### config.mk
export PLATFORM = sky130hd
export DESIGN_NAME = lclk_ratio_ctrl
export DESIGN_NICKNAME = d
export VERILOG_FILES = /design/src/rtl/lclk_pkg.sv /design/src/rtl/lclk_cfg_regs.sv /design/src/rtl/lclk_settle_timer.sv /design/src/rtl/lclk_div_gen.sv /design/src/rtl/lclk_ratio_ctrl.sv
export SDC_FILE = /design/constraint.sdc
export NUM_CORES = 1
export LEC_CHECK = 0
export BUFFER_PORTS_ARGS = -buffer_cell sky130_fd_sc_hd__clkbuf_2
export CORE_MARGIN = 5
export CORE_UTILIZATION = 40
export CTS_CLUSTER_SIZE = 10
export DETAILED_ROUTE_END_ITERATION = 16
export GPL_ROUTABILITY_DRIVEN = 0
export GPL_TIMING_DRIVEN = 0
export PLACE_DENSITY = 0.77
export SLEW_MARGIN = 40
export SYNTH_ARGS = -nofsm -noshare
export SYNTH_HDL_FRONTEND = slang
export SYNTH_SLANG_ARGS = --single-unit
### constraint.sdc
create_clock -name clk -period 5.43 [get_ports clk]
set_input_delay 0.8145 -clock clk [delete_from_list [all_inputs] [get_ports clk]]
set_output_delay 0.8145 -clock clk [all_outputs]
set_load 0.05 [all_outputs]
### src/rtl/lclk_pkg.sv
package lclk_pkg;
   localparam int SEL_W = 2;

   typedef struct packed {
      logic [SEL_W-1:0] ratio;
      logic [SEL_W-1:0] odiv;
   } lclk_sel_t;
endpackage

### src/rtl/lclk_cfg_regs.sv
module lclk_cfg_regs
   import lclk_pkg::*;
#(
   parameter int DATA_W     = 32,
   parameter int ODIV_LSB   = 6,
   parameter int RATIO_LSB  = 21,
   parameter int COMMIT_BIT = 9,
   parameter int ERR_BIT    = 12
) (
   input  logic              clk,
   input  logic              rst_n,
   input  logic              wr,
   input  logic [DATA_W-1:0] wdata,
   input  logic              lp_en,
   output lclk_sel_t         act_sel,
   output logic              commit,
   output logic [DATA_W-1:0] rdata
);
   lclk_sel_t wr_sel;
   lclk_sel_t pend_sel;
   logic      err_q;
   logic      wr_commit;
   logic      reject;

   assign wr_sel.ratio = wdata[RATIO_LSB +: SEL_W];
   assign wr_sel.odiv  = wdata[ODIV_LSB +: SEL_W];
   assign wr_commit    = wr & wdata[COMMIT_BIT];
   assign commit       = wr_commit & ~lp_en;
   assign reject       = wr_commit & lp_en;

   always_ff @(posedge clk or negedge rst_n) begin
      if (!rst_n) begin
         pend_sel <= '0;
         act_sel  <= '0;
         err_q    <= 1'b0;
      end else begin
         if (wr)
            pend_sel <= wr_sel;
         if (commit)
            act_sel <= wr_sel;
         if (reject)
            err_q <= 1'b1;
         else if (wr && wdata[ERR_BIT])
            err_q <= 1'b0;
      end
   end

   always_comb begin
      rdata                         = '0;
      rdata[RATIO_LSB +: SEL_W]     = pend_sel.ratio;
      rdata[ODIV_LSB +: SEL_W]      = pend_sel.odiv;
      rdata[ERR_BIT]                = err_q;
   end
endmodule

### src/rtl/lclk_settle_timer.sv
module lclk_settle_timer #(
   parameter int SETTLE_CYC = 15
) (
   input  logic clk,
   input  logic rst_n,
   input  logic start,
   output logic busy
);
   localparam int CNT_W = (SETTLE_CYC < 2) ? 1 : $clog2(SETTLE_CYC + 1);

   generate
      if (SETTLE_CYC == 0) begin : g_no_window
         assign busy = 1'b0;
      end else begin : g_window
         logic [CNT_W-1:0] cnt;
         always_ff @(posedge clk or negedge rst_n) begin
            if (!rst_n)
               cnt <= '0;
            else if (start)
               cnt <= CNT_W'(SETTLE_CYC);
            else if (cnt != '0)
               cnt <= cnt - 1'b1;
         end
         assign busy = (cnt != '0);
      end
   endgenerate
endmodule

### src/rtl/lclk_div_gen.sv
module lclk_div_gen
   import lclk_pkg::*;
#(
   parameter int DIV_BASE = 2,
   parameter bit HI_LONG  = 1'b0
) (
   input  logic             clk,
   input  logic             rst_n,
   input  logic             apply,
   input  logic [SEL_W-1:0] sel,
   output logic             lclk
);
   localparam int DIV_MAX = DIV_BASE + (1 << SEL_W) - 1;
   localparam int DIV_W   = $clog2(DIV_MAX + 1);

   logic [DIV_W-1:0] div_n;
   logic [DIV_W-1:0] hi_len;
   logic [DIV_W-1:0] ph;
   logic [DIV_W-1:0] ph_inc;
   logic             run;
   logic             lclk_q;

   assign div_n  = DIV_W'(DIV_BASE) + DIV_W'(sel);
   assign ph_inc = ph + 1'b1;

   generate
      if (HI_LONG) begin : g_hi_ceil
         assign hi_len = DIV_W'((div_n + 1'b1) >> 1);
      end else begin : g_hi_floor
         assign hi_len = div_n >> 1;
      end
   endgenerate

   always_ff @(posedge clk or negedge rst_n) begin
      if (!rst_n) begin
         ph     <= '0;
         run    <= 1'b0;
         lclk_q <= 1'b0;
      end else if (apply) begin
         ph     <= '0;
         lclk_q <= run;
      end else if (ph_inc >= div_n) begin
         ph     <= '0;
         run    <= 1'b1;
         lclk_q <= 1'b1;
      end else begin
         ph     <= ph_inc;
         lclk_q <= run && (ph_inc < hi_len);
      end
   end

   assign lclk = lclk_q;
endmodule

### src/rtl/lclk_ratio_ctrl.sv
module lclk_ratio_ctrl
   import lclk_pkg::*;
#(
   parameter int DATA_W     = 32,
   parameter int ODIV_LSB   = 6,
   parameter int RATIO_LSB  = 21,
   parameter int COMMIT_BIT = 9,
   parameter int ERR_BIT    = 12,
   parameter int SETTLE_CYC = 15,
   parameter int DIV_BASE   = 2,
   parameter bit HI_LONG    = 1'b0
) (
   input  logic              clk,
   input  logic              rst_n,
   input  logic              reg_wr,
   input  logic [DATA_W-1:0] reg_wdata,
   output logic [DATA_W-1:0] reg_rdata,
   input  logic              lp_en_req,
   output logic              lp_en,
   output logic              lclk,
   output logic              busy,
   output logic [SEL_W-1:0]  pll_odiv
);
   generate
      if (DIV_BASE < 2) begin : g_bad_base
         $error("DIV_BASE must be at least 2");
      end
      if (RATIO_LSB + SEL_W > DATA_W || ODIV_LSB + SEL_W > DATA_W) begin : g_bad_field
         $error("select fields exceed the control word");
      end
      if (COMMIT_BIT >= DATA_W || ERR_BIT >= DATA_W || COMMIT_BIT == ERR_BIT) begin : g_bad_bit
         $error("commit and error bits must be distinct and inside the word");
      end
   endgenerate

   lclk_sel_t act_sel;
   logic      commit;

   lclk_cfg_regs #(
      .DATA_W(DATA_W), .ODIV_LSB(ODIV_LSB), .RATIO_LSB(RATIO_LSB),
      .COMMIT_BIT(COMMIT_BIT), .ERR_BIT(ERR_BIT)
   ) u_regs (
      .clk(clk), .rst_n(rst_n), .wr(reg_wr), .wdata(reg_wdata), .lp_en(lp_en),
      .act_sel(act_sel), .commit(commit), .rdata(reg_rdata)
   );

   lclk_settle_timer #(.SETTLE_CYC(SETTLE_CYC)) u_timer (
      .clk(clk), .rst_n(rst_n), .start(commit), .busy(busy)
   );

   lclk_div_gen #(.DIV_BASE(DIV_BASE), .HI_LONG(HI_LONG)) u_div (
      .clk(clk), .rst_n(rst_n), .apply(commit), .sel(act_sel.ratio), .lclk(lclk)
   );

   assign lp_en    = lp_en_req & ~busy;
   assign pll_odiv = act_sel.odiv;
endmodule

# Word-level counts from Yosys, hierarchy flattened
# Cells that the tools add are included.
# word_totals
wordCells,35
out_inout_bits,37
in_bits,36
reg_bits,18
# op_classes
n_lt_le_gt_ge,2
muxes,8
bitwise_logic,7
reduce_logical,6
n_addsub,3
# op_table
cell,count
4-bit 2-to-1 mux,2
3-bit 2-to-1 mux,2
1-bit AND,4
1-bit 2-to-1 mux,4
2-bit nonzero test,2
4-bit nonzero test,1
4-bit by 1-bit subtractor with 4-bit output (second input constant),1
2-bit by 2-bit adder with 3-bit output (first input constant),1
3-bit by 1-bit adder with 3-bit output (second input constant),1
3-bit greater-or-equal comparator,1
3-bit by 2-bit < comparator with 1-bit output,1
1-bit NOT,3
1-bit logical AND,2
2-bit AND reduction,1

# Logic depth before layout (Yosys ltp)
# Gate-level depths: netlist of the first run.
# depth
ltp_word,7
depth_mapped,7
mapped_depth_nobuf,7

# By module
# A second synthesis of the first run with hierarchy kept.
# unflattened
hier_cells,102
hier_area_um2,1146.1
# by_module_without_submodules
mod,cells_per_inst,area_each_um2,instances
lclk_cfg_regs,51,593.1,1
lclk_div_gen,26,296.5,1
lclk_settle_timer,24,242.7,1
lclk_ratio_ctrl,1,13.8,1

# Least setup slack after synthesis of the first run
# No wires, ideal clock.
# synth_path
path_kind,input to output
from,in lp_en_req
to,out lp_en
stages,2
required_ps,4615
setup_slack_ps,3343
t_arrival_ps,1272
cell_sequence,nand4bb_2 > inv_1
# synth_between
elab_chain_cells,1
# synth_lines
element,line,source
start: declaration,lclk_ratio_ctrl.sv:18,"input logic lp_en_req,"
1-bit AND,lclk_ratio_ctrl.sv:55,assign lp_en = lp_en_req & ~busy;
end: declaration,lclk_ratio_ctrl.sv:19,"output logic lp_en,"
# Every way passes these cells.

# Worst setup path after layout of the first run
# layout_path
from,reg u_timer.g_window.cnt[0]
to,out busy
# layout_between
elab_chain_cells,1
# layout_lines
element,line,source
start: declaration,lclk_settle_timer.sv:15,logic [CNT_W-1:0] cnt;
start signal: assignment,lclk_settle_timer.sv:20,cnt <= CNT_W'(SETTLE_CYC);
start signal: assignment,lclk_settle_timer.sv:22,cnt <= cnt - 1'b1;
4-bit nonzero test,lclk_settle_timer.sv:24,assign busy = (cnt != '0);
end: declaration,lclk_ratio_ctrl.sv:21,"output logic busy,"
# Every way passes these cells.

==> flow_metrics.env, run 1 <==
export IMPL_hpwl_mm=1.70
export IMPL_synth_top_cell_area_share=0.405
export IMPL_slew_viol_final=0
export IMPL_postCtsSetupBuffers=0
export IMPL_cts_resized_gates=0
export IMPL_die_y_um=62.7
export IMPL_period_needed_ps=2520
export IMPL_switchingPower_uw=218
export IMPL_worstPathArrival_ps=1710
export IMPL_yosysSeqAreaShare=0.405
export IMPL_synth_top_cell_by_area="dfrtp_1"
export IMPL_area_delta_synth_final_pct=23.6
export IMPL_fin_worst_skew_ps=2.31
export IMPL_power_frac_comb=0.481
export IMPL_drive_gt1_frac=0.414
export IMPL_pwr_share_seq=0.362
export IMPL_clock_sinks=18
export IMPL_fin_hold_ws_ps=448
export IMPL_critical_path_class="flip-flop to output port"
export IMPL_drcViolationCount=0
export IMPL_fin_util=0.507
export IMPL_crit_chain="inv_1, ha_1, nor3b_4, inv_1, clkbuf_2"
export IMPL_root_buffer="clkbuf_4"
export IMPL_diodes=0
export IMPL_power_uw=517
export IMPL_track_usage=0.103
export IMPL_p_leak_uw=0.000769
export IMPL_critPathCaptureType="output port"
export IMPL_setup_violations=0
export IMPL_pin_count=73
export IMPL_critPathTopFamily="buffers and inverters"
export IMPL_final_cells=183
export IMPL_numPortBuffers=18
export IMPL_htreeDepth=1
export IMPL_wl_per_cell_um=10.8
export IMPL_grt_first_pass_wirelength_mm=3.40
export IMPL_cp_start_kind="flip-flop"
export IMPL_cts_buffers=3
export IMPL_drt_iter0_drc=10
export IMPL_max_cap_viol_count=0
export IMPL_r2r_start="u_div.ph[0]"
export IMPL_regArea_um2=450
export IMPL_avgSynthCellArea_um2=10.7
export IMPL_clk_latency_ps=290
export IMPL_internal_power_uw=299
export IMPL_max_freq_ghz=0.397
export IMPL_dp_cells=179
export IMPL_fillCellCount=255
export IMPL_p_sw_frac=0.422
export IMPL_synth_warnings=0
export IMPL_grt_max_degree=19
export IMPL_path_clk_slew_ps=100
export IMPL_synth_area_top_cells="dfrtp_1 (41%), buf_4 (20%), ha_1 (7.9%)"
export IMPL_synth_seq_cells=18
export IMPL_timing_critical_path_from="u_timer.g_window.cnt[0]"
export IMPL_synth_edff_count=0
export IMPL_firstDrtPassIters=4
export IMPL_gr_total_overflow=0
export IMPL_cp_slowest_cell="dfrtp_1"
export IMPL_via_count=783
export IMPL_crit_required_ps=4620
export IMPL_rsz0062_at_grt="no"
export IMPL_synth_async_sr_flop_share=1.00
export IMPL_reg2reg_to="u_div.run"
export IMPL_synth_main_ff_cell="dfrtp_1"
export IMPL_fp_dieArea_mm2=0.00393
export IMPL_start_util=0.410
export IMPL_r2r_slack_ps=3480
export IMPL_crit_path_frequent_cell="inv_1"
export IMPL_ctsHoldBuffers=0
export IMPL_reg2reg_depth=7
export IMPL_cts_tree="done"
export IMPL_final_hold_viol_count=0
export IMPL_vias_per_cell=4.28
export IMPL_cts_path_max_buffers=2
export IMPL_routed_wirelength_mm=1.97
export IMPL_syn_inst=104
export IMPL_hold_path_class="input port to async pin"
export IMPL_die_width_um=62.7
export IMPL_nNetsFinal=196
export IMPL_grt_pass1_vias=820
export IMPL_outcome="complete, no violations"
export IMPL_clkPwrFrac=0.157
export IMPL_setup_tns_final_ps=0
export IMPL_power_density_mw_per_mm2=376
export IMPL_synth_area_mm2=0.00111
export IMPL_antenna_found_initial=0
export IMPL_critPathMaxFanout=5
export IMPL_synth_distinct_cells=29
export IMPL_ant_nets=0
export IMPL_multi_input_area_um2=498
export IMPL_num_rows=19
export IMPL_cp_slowest_stage_delay_ps=390
export IMPL_finalCritPeriodShare=0.464
export IMPL_crit_buf_inv=3
export IMPL_core_area_mm2=0.00271
export IMPL_ir_drop_mv=0.251
==> per-stage QoR <==
| stage | setup WS [ps] | area [um^2] |
|---|---|---|
| after floorplan | 3340 | 1210 |
| after global placement | 3190 | 1340 |
| after detailed placement | 3190 | 1340 |
| after CTS | 2890 | 1370 |
| after global routing | 2820 | 1370 |
| final | 2910 | 1370 |
==> power by group through the flow <==
stage | registers (uW) | clock network [uW] | logic (uW)
2_1_floorplan | 208 | 0 | 182
5_1_grt | 191 | 92.9 | 275
3_3_place_gp | 188 | 0 | 234
3_5_place_dp | 190 | 0 | 251
4_1_cts | 187 | 85.1 | 251
6_report | 187 | 81.3 | 249
==> worst reg2reg max path: cells and delay by family, from the launching register on <==
kind / cells / cell delay (ps)
buffers and inverters: 1 / 80
flip-flops: 1 / 430
XOR/XNOR: 1 / 260
adder cells (fa/ha/maj): 2 / 520
AO/OA/AOI/OAI: 3 / 560
==> cell families after synthesis <==
logic type,count (synthesis),synth area share
simple gates,17,0.102
buf+inv,39,0.234
xor+xnor,3,0.0237
fa+ha+maj,7,0.0788
mux,9,0.0901
other cells,1,0.00338
flops,18,0.405
compound gates,10,0.0619
==> state kept, by name, summed over array words and instances, names as in the netlist <==
signal,count
u_regs.act_sel,4
u_regs.rdata,4
u_timer.g_window.cnt,4
u_div.run,1
u_div.lclk,1
u_div.ph,3
u_regs.err_q,1
==> layout by cell type (no fill, tap or decap), types with 2 or more instances in the layout <==
cell type and count:
mux2_2 7, o21ai_0 3, inv_1 8, dfrtp_1 18
nor3_1 3, buf_4 30, nand2_1 4, clkbuf_2 18
xnor2_1 3, clkbuf_4 3, ha_1 7, nor2b_1 2
conb_1 27
==> layout make-up <==
class                      count  share of cell area
clock buffer                   4              0.0264
inverter                       8              0.0219
tap                           31              0.0282
multi-input combinational     73               0.362
timing repair buffer          18              0.0656
buffer                        31               0.168
sequential                    18               0.328
==> how the worst max path moves through the flow <==
stage	end	slack [ps]	cells past startpoint
floorplan	lp_en	3340	2
global placement	lp_en	3190	4
detailed placement	lp_en	3190	4
CTS	busy	2890	5
global route	busy	2820	5
finish	busy	2910	5
==> cells in the mapped netlist (2+ instances only) <==
master,number
buf_4,30
dfrtp_1,18
inv_1,8
ha_1,7
mux2_2,7
nand2_1,4
nor3_1,3
o21ai_0,3
xnor2_1,3
nor2b_1,2
==> metal layers <==
layer,routed length [um],global-route usage,vias to the layer above,part of all wire
met5,0,0,-,0
met4,8,0.0371,0,0.0041
met3,205,0.0414,2,0.10
met2,1040,0.180,37,0.53
met1,713,0.112,362,0.36
li1,-,-,382,-
No activity file was read; power rests on OpenSTA's default activity.
==> run 2, diff against run 1 <==
--- a/config.mk
+++ b/config.mk
@@ -7,12 +7,12 @@
 export LEC_CHECK = 0
 export BUFFER_PORTS_ARGS = -buffer_cell sky130_fd_sc_hd__clkbuf_2
 export CORE_MARGIN = 5
-export CORE_UTILIZATION = 40
+export CORE_UTILIZATION = 37
 export CTS_CLUSTER_SIZE = 10
 export DETAILED_ROUTE_END_ITERATION = 16
 export GPL_ROUTABILITY_DRIVEN = 0
 export GPL_TIMING_DRIVEN = 0
-export PLACE_DENSITY = 0.77
+export PLACE_DENSITY = 0.75
 export SLEW_MARGIN = 40
 export SYNTH_ARGS = -nofsm -noshare
 export SYNTH_HDL_FRONTEND = slang
==> constraint.sdc (replaced) <==
create_clock -name clk -period 2.15 [get_ports clk]
set_input_delay 0.3225 -clock clk [delete_from_list [all_inputs] [get_ports clk]]
set_output_delay 0.3225 -clock clk [all_outputs]
set_load 0.05 [all_outputs]
==> flow_metrics.env, run 2 (synthesis results as in run 1) <==
export IMPL_outcome="complete, no violations"
export IMPL_worstPathArrival_ps=2220
export IMPL_die_width_um=64.8
export IMPL_num_rows=19
export IMPL_critPathMaxFanout=4
export IMPL_post_dp_cell_area_mm2=0.00134
export IMPL_root_buffer="clkbuf_4"
export IMPL_drt_iter0_drc=17
export IMPL_max_freq_ghz=0.496
export IMPL_hpwl_mm=1.58
export IMPL_max_cap_viol_count=0
export IMPL_final_hold_viol_count=0
export IMPL_final_area_mm2=0.00137
export IMPL_whs_path_depth=2
export IMPL_setup_violations=0
export IMPL_layout_common_cells="buf_4 (30), conb_1 (27), clkbuf_2 (18), dfrtp_1 (18), inv_1 (8)"
export IMPL_slew_viol_final=0
export IMPL_fillCellCount=276
export IMPL_start_util=0.393
export IMPL_final_common_cell="buf_4"
export IMPL_cp_slowest_stage_delay_ps=430
export IMPL_reg2reg_to="u_div.run"
export IMPL_wl_per_cell_um=10.4
export IMPL_diodes=0
export IMPL_cp_start_kind="flip-flop"
export IMPL_firstDrtPassIters=4
export IMPL_crit_chain="ha_1, xnor2_1, inv_1, ha_1, a21oi_1, o21ai_0, a21o_1"
export IMPL_critPathTopFamily="compound AO/OA/AOI/OAI gates"
export IMPL_clk_latency_ps=300
export IMPL_die_y_um=64.8
export IMPL_postCtsSetupBuffers=0
export IMPL_ir_drop_mv=0.482
export IMPL_drive_gt1_frac=0.408
export IMPL_finalCritPeriodShare=0.937
export IMPL_dp_cells=179
export IMPL_numPortBuffers=18
export IMPL_path_clk_slew_ps=100
export IMPL_cts_tree="done"
export IMPL_antenna_found_initial=0
export IMPL_gr_total_overflow=0
export IMPL_power_density_mw_per_mm2=923
export IMPL_grt_pass1_vias=744
export IMPL_track_usage=0.0962
export IMPL_nNetsFinal=197
export IMPL_grt_first_pass_wirelength_mm=3.16
export IMPL_critical_path_class="flip-flop to flip-flop"
export IMPL_cts_buffers=3
export IMPL_setup_tns_final_ps=0
export IMPL_grt_max_degree=19
export IMPL_ant_nets=0
export IMPL_pin_count=73
export IMPL_r2r_slack_ps=130
export IMPL_reg2reg_depth=7
export IMPL_clock_sinks=18
export IMPL_crit_buf_inv=1
export IMPL_rsz0062_at_grt="no"
export IMPL_ctsHoldBuffers=1
export IMPL_cts_resized_gates=0
export IMPL_drcViolationCount=0
export IMPL_core_area_mm2=0.00283
export IMPL_fp_dieArea_mm2=0.00420
export IMPL_critPathCaptureType="flip-flop"
export IMPL_cp_slowest_cell="dfrtp_1"
export IMPL_htreeDepth=1
export IMPL_vias_per_cell=4.31
export IMPL_crit_required_ps=2350
export IMPL_fin_worst_skew_ps=3.75
export IMPL_p_leak_uw=0.000766
export IMPL_cts_path_max_buffers=2
export IMPL_crit_path_frequent_cell="ha_1"
export IMPL_via_count=789
export IMPL_hold_path_class="input port to flip-flop"
export IMPL_period_needed_ps=2020
export IMPL_final_cells=183
export IMPL_r2r_start="u_div.ph[0]"
export IMPL_area_delta_synth_final_pct=23.3
export IMPL_hold_start="reg_wdata[22]"
export IMPL_holdPathEnd="u_regs.act_sel[3]"
export IMPL_routed_wirelength_mm=1.91
==> run 2: cell types whose count changed in the layout (fill, tap and decap cells not counted), sizes merged <==
cell	change
clkbuf	-1
dlygate4sd3	+1
==> run 2: how the worst max path moves through the flow <==
stage,endpoint,cells past startpoint,startpoint,slack (ps)
5_1_grt,u_div.run,7,u_div.ph[0],9
3_3_place_gp,u_div.run,7,u_div.ph[0],300
3_5_place_dp,u_div.run,7,u_div.ph[0],160
4_1_cts,busy,5,u_timer.g_window.cnt[0],140
6_report,u_div.run,7,u_div.ph[0],130
2_1_floorplan,u_div.run,7,u_div.ph[0],420
==> run 2: stage by stage <==
| step | worst slack [ps] | power (uW) | hold slack, ps | utilization |
|---|---|---|---|---|
| after CTS | 138 | 1270 | 247 | 0.484 |
| after global placement | 296 | 1060 | 279 | 0.473 |
| final | 135 | 1270 | 249 | 0.484 |
| after floorplan | 420 | 984 | 26.9 | - |
| after global routing | 9.12 | 1360 | 253 | 0.484 |
| after detailed placement | 160 | 1100 | 291 | 0.473 |
==> run 2: cell type report <==
cell class | count | area, um^2 | share of cell area
flip-flops and latches | 18 | 450 | 0.329
well taps | 31 | 38.8 | 0.0283
clock buffers | 3 | 22.5 | 0.0164
multi-input cells | 73 | 498 | 0.363
plain buffers | 31 | 230 | 0.168
inverters | 8 | 30.0 | 0.0219
repair buffers | 19 | 100 | 0.0731
==> run 2: worst register-to-register path, delay by kind of cell, from the launching register on <==
kind            cells  cell delay [ps]
flops               1              430
xor+xnor            1              250
fa+ha+maj           2              530
buf+inv             1               80
compound gates      3              630
==> run 2: report_power, final <==
part,switching [uW],total (uW),internal [uW]
combinational,391,628,237
sequential,52.4,468,416
clock,104,169,65.4
total,547,1270,718
==> run 2: routing by layer <==
layer | share of wire | global-route usage
met1 | 0.41 | 0.105
met2 | 0.46 | 0.169
met3 | 0.10 | 0.0225
met4 | 0.021 | 0.0580
met5 | 0 | 0
